<file path="src/rtl/keyfetch_pkg.sv">
package keyfetch_pkg;

    typedef enum logic [1:0] {
        KF_IDLE = 2'd0,
        KF_EVAL = 2'd1,
        KF_READ = 2'd2,
        KF_DONE = 2'd3
    } kf_state_e;

endpackage

</file>
<file path="src/rtl/keyfetch_accum.sv">
module keyfetch_accum #(
    parameter int DATA_W = 32,
    parameter int CNT_W  = 4
) (
    input  logic              clk,
    input  logic              rst_n,
    input  logic              clr_i,
    input  logic              take_i,
    input  logic [DATA_W-1:0] word_i,
    input  logic [CNT_W-1:0]  idx_i,
    output logic              key_vld_o,
    output logic [DATA_W-1:0] key_word_o,
    output logic [CNT_W-1:0]  key_idx_o,
    output logic              all_ones_o,
    output logic              all_zero_o
);

    localparam logic [DATA_W-1:0] ONES = {DATA_W{1'b1}};

    typedef struct packed {
        logic [DATA_W-1:0] or_v;
        logic [DATA_W-1:0] and_v;
        logic              vld;
        logic [DATA_W-1:0] word;
        logic [CNT_W-1:0]  idx;
    } acc_t;

    acc_t acc_d, acc_q;

    always_comb begin
        acc_d     = acc_q;
        acc_d.vld = 1'b0;
        if (clr_i) begin
            acc_d.or_v  = '0;
            acc_d.and_v = ONES;
        end else if (take_i) begin
            acc_d.or_v  = acc_q.or_v | word_i;
            acc_d.and_v = acc_q.and_v & word_i;
            acc_d.vld   = 1'b1;
            acc_d.word  = word_i;
            acc_d.idx   = idx_i;
        end
    end

    always_ff @(posedge clk or negedge rst_n) begin
        if (!rst_n) begin
            acc_q.or_v  <= '0;
            acc_q.and_v <= ONES;
            acc_q.vld   <= 1'b0;
            acc_q.word  <= '0;
            acc_q.idx   <= '0;
        end else begin
            acc_q <= acc_d;
        end
    end

    assign key_vld_o  = acc_q.vld;
    assign key_word_o = acc_q.word;
    assign key_idx_o  = acc_q.idx;
    assign all_ones_o = (acc_q.and_v == ONES);
    assign all_zero_o = (acc_q.or_v == '0);

endmodule

</file>
<file path="src/rtl/keyfetch_seq.sv">
module keyfetch_seq
    import keyfetch_pkg::*;
#(
    parameter int ROW_W = 10,
    parameter int CNT_W = 4
) (
    input  logic             clk,
    input  logic             rst_n,
    input  logic             start_i,
    input  logic [CNT_W-1:0] word_cnt_i,
    input  logic [ROW_W-1:0] row_first_i,
    input  logic [ROW_W-1:0] row_last_i,
    output logic             rd_req_o,
    output logic [ROW_W-1:0] rd_row_o,
    input  logic             rd_ack_i,
    input  logic             rd_err_i,
    output logic             acc_clr_o,
    output logic             acc_take_o,
    output logic [CNT_W-1:0] got_o,
    input  logic             all_ones_i,
    input  logic             all_zero_i,
    output logic             done_o,
    output logic             fail_o
);

    // one spare bit so the pointer can step past the top row without wrapping
    localparam int PTR_W = ROW_W + 1;

    typedef struct packed {
        kf_state_e        state;
        logic [PTR_W-1:0] row;
        logic [PTR_W-1:0] last;
        logic [CNT_W-1:0] need;
        logic [CNT_W-1:0] got;
        logic             fail;
    } seq_t;

    seq_t seq_d, seq_q;
    logic past_end;
    logic enough;

    assign past_end = (seq_q.row > seq_q.last);
    assign enough   = (seq_q.got == seq_q.need);

    always_comb begin
        seq_d      = seq_q;
        acc_clr_o  = 1'b0;
        acc_take_o = 1'b0;
        case (seq_q.state)
            KF_IDLE, KF_DONE: begin
                if (start_i) begin
                    seq_d.state = KF_EVAL;
                    seq_d.row   = {1'b0, row_first_i};
                    seq_d.last  = {1'b0, row_last_i};
                    seq_d.need  = word_cnt_i;
                    seq_d.got   = '0;
                    seq_d.fail  = 1'b0;
                    acc_clr_o   = 1'b1;
                end
            end
            KF_EVAL: begin
                if (enough || past_end) begin
                    seq_d.state = KF_DONE;
                    seq_d.fail  = past_end | all_ones_i | all_zero_i;
                end else begin
                    seq_d.state = KF_READ;
                end
            end
            KF_READ: begin
                if (rd_ack_i) begin
                    seq_d.state = KF_EVAL;
                    seq_d.row   = seq_q.row + PTR_W'(1);
                    if (!rd_err_i) begin
                        seq_d.got  = seq_q.got + CNT_W'(1);
                        acc_take_o = 1'b1;
                    end
                end
            end
            default: seq_d.state = KF_IDLE;
        endcase
    end

    always_ff @(posedge clk or negedge rst_n) begin
        if (!rst_n) begin
            seq_q.state <= KF_IDLE;
            seq_q.row   <= '0;
            seq_q.last  <= '0;
            seq_q.need  <= '0;
            seq_q.got   <= '0;
            seq_q.fail  <= 1'b0;
        end else begin
            seq_q <= seq_d;
        end
    end

    assign rd_req_o = (seq_q.state == KF_READ);
    assign rd_row_o = seq_q.row[ROW_W-1:0];
    assign got_o    = seq_q.got;
    assign done_o   = (seq_q.state == KF_DONE);
    assign fail_o   = seq_q.fail;

endmodule

</file>
<file path="src/rtl/otp_keyfetch.sv">
module otp_keyfetch #(
    parameter int ROW_W  = 10,
    parameter int CNT_W  = 4,
    parameter int DATA_W = 32
) (
    input  logic              clk,
    input  logic              rst_n,
    input  logic              start_i,
    input  logic [CNT_W-1:0]  word_cnt_i,
    input  logic [ROW_W-1:0]  row_first_i,
    input  logic [ROW_W-1:0]  row_last_i,
    output logic              rd_req_o,
    output logic [ROW_W-1:0]  rd_row_o,
    input  logic              rd_ack_i,
    input  logic [DATA_W-1:0] rd_data_i,
    input  logic              rd_err_i,
    output logic              key_vld_o,
    output logic [DATA_W-1:0] key_word_o,
    output logic [CNT_W-1:0]  key_idx_o,
    output logic              done_o,
    output logic              fail_o
);

    logic             acc_clr;
    logic             acc_take;
    logic [CNT_W-1:0] got;
    logic             all_ones;
    logic             all_zero;

    keyfetch_seq #(
        .ROW_W (ROW_W),
        .CNT_W (CNT_W)
    ) u_seq (
        .clk         (clk),
        .rst_n       (rst_n),
        .start_i     (start_i),
        .word_cnt_i  (word_cnt_i),
        .row_first_i (row_first_i),
        .row_last_i  (row_last_i),
        .rd_req_o    (rd_req_o),
        .rd_row_o    (rd_row_o),
        .rd_ack_i    (rd_ack_i),
        .rd_err_i    (rd_err_i),
        .acc_clr_o   (acc_clr),
        .acc_take_o  (acc_take),
        .got_o       (got),
        .all_ones_i  (all_ones),
        .all_zero_i  (all_zero),
        .done_o      (done_o),
        .fail_o      (fail_o)
    );

    keyfetch_accum #(
        .DATA_W (DATA_W),
        .CNT_W  (CNT_W)
    ) u_acc (
        .clk        (clk),
        .rst_n      (rst_n),
        .clr_i      (acc_clr),
        .take_i     (acc_take),
        .word_i     (rd_data_i),
        .idx_i      (got),
        .key_vld_o  (key_vld_o),
        .key_word_o (key_word_o),
        .key_idx_o  (key_idx_o),
        .all_ones_o (all_ones),
        .all_zero_o (all_zero)
    );

endmodule

</file>
<file path="config.mk">
export PLATFORM = sky130hd
export DESIGN_NAME = otp_keyfetch
export DESIGN_NICKNAME = d
export VERILOG_FILES = /design/src/rtl/keyfetch_pkg.sv /design/src/rtl/keyfetch_accum.sv /design/src/rtl/keyfetch_seq.sv /design/src/rtl/otp_keyfetch.sv
export SDC_FILE = /design/constraint.sdc
export NUM_CORES = 1
export LEC_CHECK = 0
export ABC_AREA = 1
export BUFFER_PORTS_ARGS = -buffer_cell sky130_fd_sc_hd__clkbuf_2
export CORE_UTILIZATION = 47
export CTS_BUF_LIST = sky130_fd_sc_hd__clkbuf_4 sky130_fd_sc_hd__clkbuf_8
export DETAILED_ROUTE_END_ITERATION = 10
export PLACE_DENSITY = 0.81
export SETUP_SLACK_MARGIN = 0.5
export SLEW_MARGIN = 25
export SYNTH_ARGS = -nofsm -noshare
export SYNTH_HDL_FRONTEND = slang
export SYNTH_SLANG_ARGS = --single-unit
</file>
<file path="constraint.sdc">
create_clock -name clk -period 4.4 [get_ports clk]
set_input_delay 0 -clock clk [delete_from_list [all_inputs] [get_ports clk]]
set_output_delay 0 -clock clk [all_outputs]
set_load 0.05 [all_outputs]
</file>
==> metrics.log <==
[metrics] outcome: complete, no violations
[metrics] cell family contributing the most delay on the critical path: buffers and inverters
[metrics] Port Buffers: 110
[metrics] length in cells of the worst reg-to-reg path: 8
[metrics] static leakage: roughly 3.9 nW
[metrics] startpoint type of the worst setup path: register
[metrics] peak clock frequency supported by timing: 305 MHz
[metrics] nature of the critical path endpoint: register
[metrics] setup repair after global routing missed its margin: no
[metrics] violation count after the first detailed-route iteration: approximately 350
[metrics] number of antenna violations at the first check in global routing: 0
[metrics] shortest clock period the worst path allows after layout: around 3.3 ns
[metrics] Final Net Count: 848
[metrics] Hold Fails Final Rpt: 0
[metrics] FF-to-FF End: u_acc.key_word_o[10]
[metrics] height of the die: 115 um
[metrics] share of post-route cells with drive strength above 1: 0.245
[metrics] number of instances in the synthesized netlist: approximately 650
[metrics] per-cell via count in the routed design: 4.97
[metrics] flip-flop cell with the highest count after synthesis: sky130_fd_sc_hd__dfrtp_1
[metrics] H-Tree Depth: 4
[metrics] total negative slack: 0 ns
[metrics] global placer's final weighted congestion: 0.868
[metrics] net load switching power: 2.60 mW
[metrics] via count of the first global-routing pass: between 4000 and 5000
[metrics] total routing usage reported by global routing: 0.221
[metrics] final global-route overflow total: 0
[metrics] power per standard cell area: between 700 and 800 nW/um^2
[metrics] mean instance size in the synthesized netlist: 9.34 um^2
[metrics] Reg2Reg Setup Slack: 1.12 ns
[metrics] clock-pin transition on the worst setup and hold timing paths: about 0.08 ns
[metrics] clock latency of the later-clocked register in the worst-skew pair: around 0.45 ns
[metrics] number of fill cells in the layout: roughly 1100
[metrics] setup violators final: 0
[metrics] cells along the critical path: inv_1 -> ha_1 -> buf_4 -> nand4_1 -> buf_4 -> clkinv_1 -> nand2_1 -> nand2_1
[metrics] number of CTS-inserted buffers: 17
[metrics] Detailed Place HPWL: 8690 um
[metrics] Detailed Routing Iterations Pass 1: 5
[metrics] cell area after synthesis: 6040 um^2
[metrics] Critical Path AT: around 3.6 ns
[metrics] Post-synth top cells: sky130_fd_sc_hd__nand2_1, sky130_fd_sc_hd__dfrtp_1, sky130_fd_sc_hd__buf_4, sky130_fd_sc_hd__inv_1, sky130_fd_sc_hd__o21ai_0
[metrics] post-route antenna net violation count: 0
[metrics] flop and latch count out of synthesis: ~130
[metrics] Cell variety after synth: 30
[metrics] max cap viols: 0
[metrics] highest metal used: met4
[metrics] horizontal die dimension: 115 um
[metrics] beginning of the worst register-to-register path: u_seq.seq_q[31]
[metrics] share of total power in the clock network: 0.203
[metrics] internal power: about 3.2 mW
[metrics] measured slew at the worst slew-check pin: just over 1 ns
[metrics] Crit Path Max Fanout: 74
[metrics] slowest cell delay on critical path: between 1 and 1.5 ns
[metrics] TritonCTS clock tree: yes
[metrics] Die Outline Area: roughly 13000 um^2
[metrics] Synth area leader: sky130_fd_sc_hd__dfrtp_1
[metrics] CORE AREA: roughly 13000 um^2
[metrics] Max IR drop VDD: approximately 420 uV
[metrics] relative slew slack: 0.312
[metrics] portion of synthesized cell area occupied by the leading cell type: 0.418
[metrics] starting density of the core: 0.481
[metrics] worst clock skew: approximately 0.013 ns
[metrics] top-level port count: 111
[metrics] number of pins exceeding their max-slew limit in the final report: 0
[metrics] data required time at the worst endpoint: between 4 and 5 ns
[metrics] Resized Gates After CTS: 0
[metrics] number of enable flip-flop cells after synthesis: 0
[metrics] sequential cell area fraction in the yosys report: 0.558
[metrics] total of warnings raised by yosys: 0
[metrics] pin count of the biggest net entering global routing: 75
[metrics] ANT cells: 0
[metrics] sequential share of power: 0.349
[metrics] share of the clock period used by the worst path: 0.745
[metrics] ranking of synthesized cells by area: sky130_fd_sc_hd__dfrtp_1, sky130_fd_sc_hd__dfstp_2, sky130_fd_sc_hd__nand2_1, sky130_fd_sc_hd__buf_4, sky130_fd_sc_hd__o22a_1
[metrics] fraction of registers with async set or reset after synthesis: 1.00
[metrics] Sw Share: 0.446
[metrics] residual DRC count: 0
[metrics] detailed-routed wire length on met3: about 620 um
[metrics] net count after synthesis: just over 700
[metrics] wire length per cell after detailed routing: around 14 um
[metrics] wire length of the first global-routing pass: ~22000 um
[metrics] post-layout power: slightly below 6 mW
[metrics] Worst Path Class, Setup: reg2reg
[metrics] Clk Tree Root Cell: sky130_fd_sc_hd__clkbuf_8
[metrics] final routed wirelength across all metal layers: 13600 um
[metrics] detailed route wirelength on metal2: ~6500 um
[metrics] cell with the most instances after synthesis: sky130_fd_sc_hd__nand2_1
[metrics] met1 wire length: between 6000 and 7000 um
[metrics] number of standard-cell rows in the floorplan: between 40 and 50
[metrics] deepest clock path buffer count: 2
[metrics] number of buffer and inverter instances along the worst setup path: 4
[metrics] area delta synth->final: 23.5%
[metrics] combinational share of power: 0.448
[metrics] cell with the largest stage delay on the worst path: sky130_fd_sc_hd__clkinv_1
[metrics] via count: between 4000 and 5000
[metrics] number of sinks handled by clock tree synthesis: ~130
[metrics] Hold Crit Class: in2async
-- final cells by class --
cell class	count	area (um^2)	area share
Clock buffer	21	270	0.0362
Clock inverter	11	199	0.0267
Inverter	48	181	0.0243
Multi-Input combinational cell	398	2040	0.274
Sequential cell	133	3370	0.452
Tap cell	172	215	0.0289
Timing Repair Buffer	174	1180	0.158
-- power groups by stage --
stage / Combinational, mW / Sequential, mW / Clock (mW)
after floorplan: 2.30 / 1.97 / 0
after detailed placement: 2.58 / 2.05 / 0
after global placement: 2.53 / 2.03 / 0
final: 2.62 / 2.04 / 1.19
after CTS: 2.63 / 2.03 / 1.20
after global routing: 2.91 / 2.09 / 1.26
-- worst reg2reg max path, stage by stage (launching register included) --
cell                       delay, ns
sky130_fd_sc_hd__dfrtp_1        0.41
sky130_fd_sc_hd__inv_1          0.06
sky130_fd_sc_hd__ha_1           0.19
sky130_fd_sc_hd__buf_4          0.19
sky130_fd_sc_hd__nand4_1        0.10
sky130_fd_sc_hd__buf_4          0.57
sky130_fd_sc_hd__clkinv_1       1.11
sky130_fd_sc_hd__nand2_1        0.37
sky130_fd_sc_hd__nand2_1        0.14
-- how the worst max path moves through the flow --
| stage | slack, ns | to | start | cells after the start |
|---|---|---|---|---|
| CTS | 1.58 | u_acc.acc_q[73] | u_seq.seq_q[31] | 8 |
| global placement | 1.70 | u_acc.acc_q[88] | u_seq.seq_q[31] | 8 |
| global route | 0.92 | u_acc.acc_q[86] | u_seq.seq_q[31] | 8 |
| detailed placement | 1.61 | u_acc.acc_q[88] | u_seq.seq_q[31] | 8 |
| floorplan | 2.48 | u_seq.rd_row_o[6] | u_seq.seq_q[31] | 8 |
| finish | 1.12 | u_acc.key_word_o[10] | u_seq.seq_q[31] | 8 |
-- cell families (layout without fill, tap and decap cells) --
logic type / count (synthesis) / in the layout / synth area share
xor gates and xnor gates: 7 / 7 / 0.0101
adders and majority gates: 15 / 15 / 0.0311
AOI/OAI and AO/OA: 95 / 95 / 0.109
buffers and inverters: 116 / 254 / 0.104
and+or+nand+nor: 281 / 281 / 0.188
DFF: 133 / 133 / 0.558
-- metrics by stage --
stage / instance area (um^2) / utilization / hold WS [ns] / setup WS [ns] / cells
detailed placement: 6400 / 0.509 / -0.0216 / 1.61 / 866
global placement: 6400 / 0.509 / -0.0222 / 1.70 / 866
global route: 7460 / 0.593 / 0.0796 / 0.924 / 957
CTS: 7460 / 0.593 / 0.0318 / 1.58 / 957
floorplan: 6040 / - / -0.296 / 2.48 / 647
finish: 7460 / 0.593 / 0.0461 / 1.12 / 957
-- state kept, by name, summed over array words and instances (netlist names) --
| register | count |
|---|---|
| u_acc.acc_q | 64 |
| u_seq.got_o | 4 |
| u_acc.key_vld_o | 1 |
| u_seq.seq_q | 17 |
| u_acc.key_idx_o | 4 |
| u_seq.fail_o | 1 |
| u_acc.key_word_o | 32 |
| u_seq.rd_row_o | 10 |
-- layout by cell type (no fill, tap or decap), types with 2 or more instances in the layout --
cell	netlist	layout
sky130_fd_sc_hd__clkbuf_2	0	109
sky130_fd_sc_hd__bufinv_16	0	5
sky130_fd_sc_hd__clkinv_4	0	2
sky130_fd_sc_hd__dfrtp_1	101	101
sky130_fd_sc_hd__nor2_1	28	28
sky130_fd_sc_hd__nand4_1	13	13
sky130_fd_sc_hd__inv_1	45	44
sky130_fd_sc_hd__clkbuf_4	0	3
sky130_fd_sc_hd__a22oi_1	4	4
sky130_fd_sc_hd__xor2_1	3	3
sky130_fd_sc_hd__clkinvlp_4	0	3
sky130_fd_sc_hd__xnor2_1	4	4
sky130_fd_sc_hd__nand3_1	17	17
sky130_fd_sc_hd__dlygate4sd3_1	0	59
sky130_fd_sc_hd__o21ai_2	2	2
sky130_fd_sc_hd__nor3_1	4	4
sky130_fd_sc_hd__inv_2	3	2
sky130_fd_sc_hd__clkbuf_8	0	18
sky130_fd_sc_hd__o21ai_1	3	3
sky130_fd_sc_hd__dfstp_2	32	32
sky130_fd_sc_hd__ha_1	15	15
sky130_fd_sc_hd__nand2_1	214	214
sky130_fd_sc_hd__a21oi_1	13	13
sky130_fd_sc_hd__o21ai_0	35	35
sky130_fd_sc_hd__buf_4	46	6
sky130_fd_sc_hd__o22a_1	31	31
sky130_fd_sc_hd__nand3b_1	2	2
sky130_fd_sc_hd__a22oi_2	4	4
-- timing repair --
action,in CTS,in global routing
endpoints found under the hold margin,157,0
hold buffers,59,0
buffers inserted,0,0
-- routing by layer --
| layer | vias up | global-route usage |
|---|---|---|
| met1 | 2269 | 0.280 |
| met4 | 0 | 0.105 |
| met2 | 135 | 0.358 |
| li1 | 2319 | - |
| met3 | 32 | 0.0554 |
| met5 | - | 0 |
Power figures use the tool's default switching activity.
